==> config.mk <==
export PLATFORM = sky130hd
export DESIGN_NAME = modem_ctl_unit
export DESIGN_NICKNAME = d
export VERILOG_FILES = /design/src/rtl/modem_pkg.sv /design/src/rtl/modem_sync.sv /design/src/rtl/modem_ctl_reg.sv /design/src/rtl/modem_sts.sv /design/src/rtl/modem_ctl_unit.sv
export SDC_FILE = /design/constraint.sdc
export NUM_CORES = 1
export LEC_CHECK = 0
export ABC_AREA = 1
export CORE_MARGIN = 8
export CORE_UTILIZATION = 24
export CTS_CLUSTER_DIAMETER = 200
export CTS_CLUSTER_SIZE = 30
export DETAILED_ROUTE_END_ITERATION = 10
export HOLD_SLACK_MARGIN = 0.02
export MAX_ROUTING_LAYER = met4
export PLACE_DENSITY_LB_ADDON = 0.3
export SYNTH_ARGS = -nofsm -noshare
export SYNTH_HDL_FRONTEND = slang
export SYNTH_SLANG_ARGS = --single-unit
export TNS_END_PERCENT = 10
==> constraint.sdc <==
create_clock -name clk -period 1.5 [get_ports clk]
set_input_delay 0.225 -clock clk [delete_from_list [all_inputs] [get_ports clk]]
set_output_delay 0.225 -clock clk [all_outputs]
set_load 0.005 [all_outputs]
==> src/rtl/modem_pkg.sv <==
package modem_pkg;

  localparam int LINE_CNT = 4;
  localparam int REG_W    = 8;

  // active-high view of the four handshake inputs
  typedef struct packed {
    logic dcd;
    logic ri;
    logic dsr;
    logic cts;
  } mdm_lines_t;

  // pins_n ordered {cd_n, ri_n, dsr_n, cts_n}
  function automatic mdm_lines_t pins_to_lines(input logic [LINE_CNT-1:0] pins_n);
    return mdm_lines_t'(~pins_n);
  endfunction

  // ctl ordered {out2, out1, rts, dtr}
  function automatic mdm_lines_t loop_route(input logic [LINE_CNT-1:0] ctl);
    mdm_lines_t l;
    l.dcd = ctl[3];
    l.ri  = ctl[2];
    l.dsr = ctl[0];
    l.cts = ctl[1];
    return l;
  endfunction

  // change events ordered {ddcd, teri, ddsr, dcts}
  function automatic logic [LINE_CNT-1:0] change_events(input mdm_lines_t prev,
                                                        input mdm_lines_t now);
    return {prev.dcd ^ now.dcd,
            prev.ri & ~now.ri,
            prev.dsr ^ now.dsr,
            prev.cts ^ now.cts};
  endfunction

  // flags clear on read, but fresh events win
  function automatic logic [LINE_CNT-1:0] next_flags(input logic [LINE_CNT-1:0] cur,
                                                     input logic                rd,
                                                     input logic [LINE_CNT-1:0] evt);
    return (rd ? '0 : cur) | evt;
  endfunction

endpackage

==> src/rtl/modem_sync.sv <==
module modem_sync #(
  parameter int W       = 4,
  parameter int STAGES  = 2,
  parameter logic [W-1:0] RST_VAL = '1
) (
  input  logic         clk,
  input  logic         rst_n,
  input  logic [W-1:0] din,
  output logic [W-1:0] dout
);

  logic [W-1:0] stg [STAGES];

  always_ff @(posedge clk or negedge rst_n) begin
    if (!rst_n) begin
      for (int i = 0; i < STAGES; i++) stg[i] <= RST_VAL;
    end else begin
      stg[0] <= din;
      for (int i = 1; i < STAGES; i++) stg[i] <= stg[i-1];
    end
  end

  assign dout = stg[STAGES-1];

endmodule

==> src/rtl/modem_ctl_reg.sv <==
module modem_ctl_reg
  import modem_pkg::*;
#(
  parameter int W = REG_W
) (
  input  logic                clk,
  input  logic                rst_n,
  input  logic                wr,
  input  logic [W-1:0]        wdata,
  output logic [W-1:0]        rdata,
  output logic [LINE_CNT-1:0] ctl_bits,
  output logic                loop_en,
  output logic [LINE_CNT-1:0] pins_n
);

  localparam int LOOP_BIT = LINE_CNT;
  localparam logic [W-1:0] KEEP_MASK = W'((1 << (LOOP_BIT + 1)) - 1);

  logic [W-1:0] ctl_q;

  always_ff @(posedge clk or negedge rst_n) begin
    if (!rst_n)  ctl_q <= '0;
    else if (wr) ctl_q <= wdata & KEEP_MASK;
  end

  assign rdata    = ctl_q;
  assign ctl_bits = ctl_q[LINE_CNT-1:0];
  assign loop_en  = ctl_q[LOOP_BIT];

  // pins_n ordered {usr2_n, usr1_n, rts_n, dtr_n}
  genvar g;
  generate
    for (g = 0; g < LINE_CNT; g++) begin : g_drv
      assign pins_n[g] = loop_en | ~ctl_bits[g];
    end
  endgenerate


  wr_take_chk: assert property (@(posedge clk) disable iff (!rst_n)
    wr |=> (rdata[LINE_CNT:0] == $past(wdata[LINE_CNT:0])));

endmodule

==> src/rtl/modem_sts.sv <==
module modem_sts
  import modem_pkg::*;
(
  input  logic                clk,
  input  logic                rst_n,
  input  logic                rd,
  input  mdm_lines_t          ext_lvl,
  input  logic                loop_en,
  input  logic [LINE_CNT-1:0] loop_ctl,
  output logic [REG_W-1:0]    rdata,
  output logic [LINE_CNT-1:0] flags,
  output logic [LINE_CNT-1:0] chg_evt
);

  mdm_lines_t lvl_now;
  mdm_lines_t lvl_q;

  assign lvl_now = loop_en ? loop_route(loop_ctl) : ext_lvl;
  assign chg_evt = change_events(lvl_q, lvl_now);

  always_ff @(posedge clk or negedge rst_n) begin
    if (!rst_n) begin
      lvl_q <= '0;
      flags <= '0;
    end else begin
      lvl_q <= lvl_now;
      flags <= next_flags(flags, rd, chg_evt);
    end
  end

  assign rdata = {lvl_q, flags};


  dcd_delta_chk: assert property (@(posedge clk) disable iff (!rst_n)
    (lvl_q.dcd != $past(lvl_q.dcd)) |-> flags[3]);

  dsr_delta_chk: assert property (@(posedge clk) disable iff (!rst_n)
    (lvl_q.dsr != $past(lvl_q.dsr)) |-> flags[1]);

  cts_delta_chk: assert property (@(posedge clk) disable iff (!rst_n)
    (lvl_q.cts != $past(lvl_q.cts)) |-> flags[0]);

  ring_trail_chk: assert property (@(posedge clk) disable iff (!rst_n)
    $rose(flags[2]) |-> ($past(lvl_q.ri) && !lvl_q.ri));

  rd_clear_chk: assert property (@(posedge clk) disable iff (!rst_n)
    (rd && chg_evt == '0) |=> (flags == '0));

  sticky_chk: assert property (@(posedge clk) disable iff (!rst_n)
    !rd |=> ((flags & $past(flags)) == $past(flags)));

endmodule

==> src/rtl/modem_ctl_unit.sv <==
module modem_ctl_unit
  import modem_pkg::*;
#(
  parameter int SYNC_STAGES = 2
) (
  input  logic       clk,
  input  logic       rst_n,
  input  logic       ctl_wr,
  input  logic [7:0] ctl_wdata,
  output logic [7:0] ctl_rdata,
  input  logic       sts_rd,
  output logic [7:0] sts_rdata,
  input  logic       msi_en,
  output logic       msi_req,
  input  logic       cd_n,
  input  logic       ri_n,
  input  logic       dsr_n,
  input  logic       cts_n,
  output logic       dtr_n,
  output logic       rts_n,
  output logic       usr1_n,
  output logic       usr2_n
);

  logic [LINE_CNT-1:0] ctl_bits;
  logic                loop_en;
  logic [LINE_CNT-1:0] drv_n;
  logic [LINE_CNT-1:0] pins_sync_n;
  logic [LINE_CNT-1:0] flags;
  logic [LINE_CNT-1:0] chg_evt;

  modem_ctl_reg #(.W(REG_W)) u_ctl (
    .clk      (clk),
    .rst_n    (rst_n),
    .wr       (ctl_wr),
    .wdata    (ctl_wdata),
    .rdata    (ctl_rdata),
    .ctl_bits (ctl_bits),
    .loop_en  (loop_en),
    .pins_n   (drv_n)
  );

  assign {usr2_n, usr1_n, rts_n, dtr_n} = drv_n;

  modem_sync #(.W(LINE_CNT), .STAGES(SYNC_STAGES), .RST_VAL('1)) u_sync (
    .clk   (clk),
    .rst_n (rst_n),
    .din   ({cd_n, ri_n, dsr_n, cts_n}),
    .dout  (pins_sync_n)
  );

  modem_sts u_sts (
    .clk      (clk),
    .rst_n    (rst_n),
    .rd       (sts_rd),
    .ext_lvl  (pins_to_lines(pins_sync_n)),
    .loop_en  (loop_en),
    .loop_ctl (ctl_bits),
    .rdata    (sts_rdata),
    .flags    (flags),
    .chg_evt  (chg_evt)
  );

  assign msi_req = msi_en & (|flags);


  loop_quiet_chk: assert property (@(posedge clk) disable iff (!rst_n)
    loop_en |-> ({usr2_n, usr1_n, rts_n, dtr_n} == 4'hF));

  irq_gate_chk: assert property (@(posedge clk) disable iff (!rst_n)
    msi_req |-> (msi_en && sts_rdata[3:0] != 4'h0));

endmodule

==> flow_summary.json <==
{
  "grt_start_max_net_pins": 22,
  "required_ps": 1270,
  "grt_use_met2": 0.09426,
  "hpwl_microns": 1449,
  "crit_path_start_kind": "flop",
  "track_usage": 0.06665,
  "postLayoutCoreUtil": 0.3473,
  "timing.hold.ws_ps": 308.2,
  "switching_share": 0.2438,
  "post-cts-setup-buffers": 0,
  "ir_worst_vdd_mv": 0.5578,
  "seq_area_sq_um": 535.5,
  "drive_above_1_share": 0.1736,
  "ys_seq_area_frac": 0.6080,
  "ff2ff_setup_slack_ps": 570,
  "critPathArrivalTime_ps": 1200,
  "syn_inst": 89,
  "cts_sinks": 21,
  "dieArea_sq_um": 5865,
  "cts_root_buf": "clkbuf_8",
  "max_stage_delay_ps": 530,
  "clk_latency_ps": 250,
  "routed_via_density": 3.692,
  "synth_area_sq_um": 880.8,
  "pwr-share-seq": 0.524,
  "initial_utilization": 0.2443,
  "gr-usage-met3": 0.03184,
  "grt_pass1_wl_microns": 3042,
  "ys_warn_count": 0,
  "skew_ps": 0.8716,
  "status": "complete, no violations",
  "grt_overflow": 0,
  "port_buffers": 31,
  "power_frac_clock": 0.272,
  "cp_max_fo": 4,
  "fin_area_sq_um": 1252,
  "num_antenna_cells": 0,
  "p_per_area_nw_per_um2": 1024,
  "numCtsBuffers": 3,
  "endpoint_kind": "primary output",
  "nets": 139,
  "ios": 38,
  "wirelength_microns": 1766,
  "detail-route-antenna-nets": 0,
  "cp_top_family": "buffers and inverters",
  "finalCritPeriodShare": 0.9475,
  "multi_input_area_sq_um": 251.5,
  "cts_tree": "done",
  "drv_slew": 0,
  "cts_hold_buf": 0,
  "drc_errors": 0,
  "busiest_layer": "met2",
  "antenna_found_initial": 0,
  "finalHoldViolCount": 0,
  "avgSynthCellArea_sq_um": 9.897,
  "place_area_sq_um": 1212,
  "setup_viol": 0,
  "die_y_microns": 76.58,
  "maxCapViolCount": 0,
  "dp.cells": 165,
  "worstPathCellList": "clkdlybuf4s50_1",
  "fillers": 378,
  "vias": 624,
  "worst-path-stages": 1,
  "rsz0062_at_grt": "false",
  "power.static_leakage_nw": 0.5778,
  "worst-setup-path-type": "flop to primary output",
  "ys_ff_latch": 21,
  "core_sq_um": 3606,
  "grt_pass1_vias": 629,
  "clock.fmax_ghz": 0.7036,
  "reg2reg_from": "u_ctl.rdata[4]",
  "p_int_mw": 0.9697,
  "wl_per_cell_microns": 10.45,
  "syn2layout_area_growth_pct": 42.19,
  "rows": 22,
  "critPathCapture": "ctl_rdata[2]",
  "use_met1": 0.07634,
  "critical-path-slowest-cell": "clkdlybuf4s50_1",
  "min_path_type": "input port to asynchronous set/reset pin",
  "path_buf_inv": 1,
  "ys_types": 18,
  "gp_congestion": 0.7040,
  "period_minus_slack_ps": 1421,
  "crit_start": "u_ctl.rdata[2]",
  "path_clk_slew_ps": 70,
  "pwr-share-comb": 0.204,
  "final_cells": 169,
  "drt_iter0_markers": 5,
  "htree_levels": 1,
  "dr.pass1.iters": 4,
  "clk_path_buf_depth": 2,
  "die_w_microns": 76.58,
  "rr_worst_depth": 4,
  "r2r-end": "u_sts.flags[3]",
  "p_sw_mw": 0.3126
}
==> cell type report <==
type                       count  share of cell area
multi-input combinational     53              0.2008
inverter                      10             0.03197
clock inverter                 1            0.003996
tap                           48             0.04795
sequential                    21              0.4276
timing repair buffer          33              0.2547
clock buffer                   3             0.03297
==> per-stage QoR <==
step	power [mW]	TNS, ps	worst slack (ps)
2_1_floorplan	0.7935	0	543.5
3_3_place_gp	0.9558	-82.96	-82.96
3_5_place_dp	0.9593	-154.8	-154.8
4_1_cts	1.315	0	63.12
5_1_grt	1.372	0	3.504
6_report	1.282	0	78.81
==> state kept, by name (all words and copies together), names as in the netlist <==
name	count
u_ctl.rdata	5
u_sts.flags	4
u_sts.rdata	4
u_sync.dout	4
u_sync.stg	4
==> cells in the final DEF, fill, tap and decap left out, drive strengths merged <==
cell           netlist  routed
nand3                7       7
buf                  7       2
inv                 10      10
clkdlybuf4s50        0      26
nand3b               3       3
clkbuf               0       3
conb                 1       3
a21boi               1       1
o21ai                5       5
nor2                 2       2
dlygate4sd2          0       5
dfstp                8       8
nand2               32      32
clkinv               0       1
dfrtp               13      13
==> layer usage <==
| layer | routed length, microns | part of all wire |
|---|---|---|
| met5 | 0 | 0 |
| met4 | 34 | 0.019 |
| met3 | 119 | 0.067 |
| met2 | 769 | 0.44 |
| met1 | 843 | 0.48 |
==> what timing repair did <==
action	in CTS	in global routing
endpoints found under the hold margin	0	0
gates resized for setup	5	0
endpoints found under the setup margin	5	0
==> synthesized netlist by cell type, drive strengths merged <==
library cell,instances,share of area
a21boi,1,0.0085
buf,7,0.070
conb,1,0.0043
dfrtp,13,0.37
dfstp,8,0.24
inv,10,0.045
nand2,32,0.16
nand3,7,0.045
nand3b,3,0.026
nor2,2,0.0085
o21ai,5,0.028
==> power groups by stage <==
| stage | Clock, mW | Sequential (mW) | Combinational (mW) |
|---|---|---|---|
| 6_report | 0.349 | 0.671 | 0.262 |
| 3_3_place_gp | 0 | 0.680 | 0.276 |
| 5_1_grt | 0.396 | 0.681 | 0.295 |
| 3_5_place_dp | 0 | 0.683 | 0.277 |
| 2_1_floorplan | 0 | 0.678 | 0.115 |
| 4_1_cts | 0.374 | 0.672 | 0.269 |
==> cell families (layout without fill, tap and decap cells) <==
kind of cell / Yosys count / after routing / synth area share
flops: 21 / 21 / 0.6080
other cells: 1 / 3 / 0.004257
simple gates: 44 / 44 / 0.2358
buf+inv: 17 / 47 / 0.1150
compound gates: 6 / 6 / 0.03693
==> worst min-delay path by stage <==
| stage | startpoint | end |
|---|---|---|
| detailed placement | u_sync.stg[5] | u_sync.dout[1] |
| global route | rst_n | u_ctl.rdata[4] |
| CTS | rst_n | u_ctl.rdata[4] |
| finish | rst_n | u_ctl.rdata[4] |
| global placement | u_sync.stg[5] | u_sync.dout[1] |
| floorplan | rst_n | u_ctl.rdata[0] |
Power figures use the tool's default switching activity.
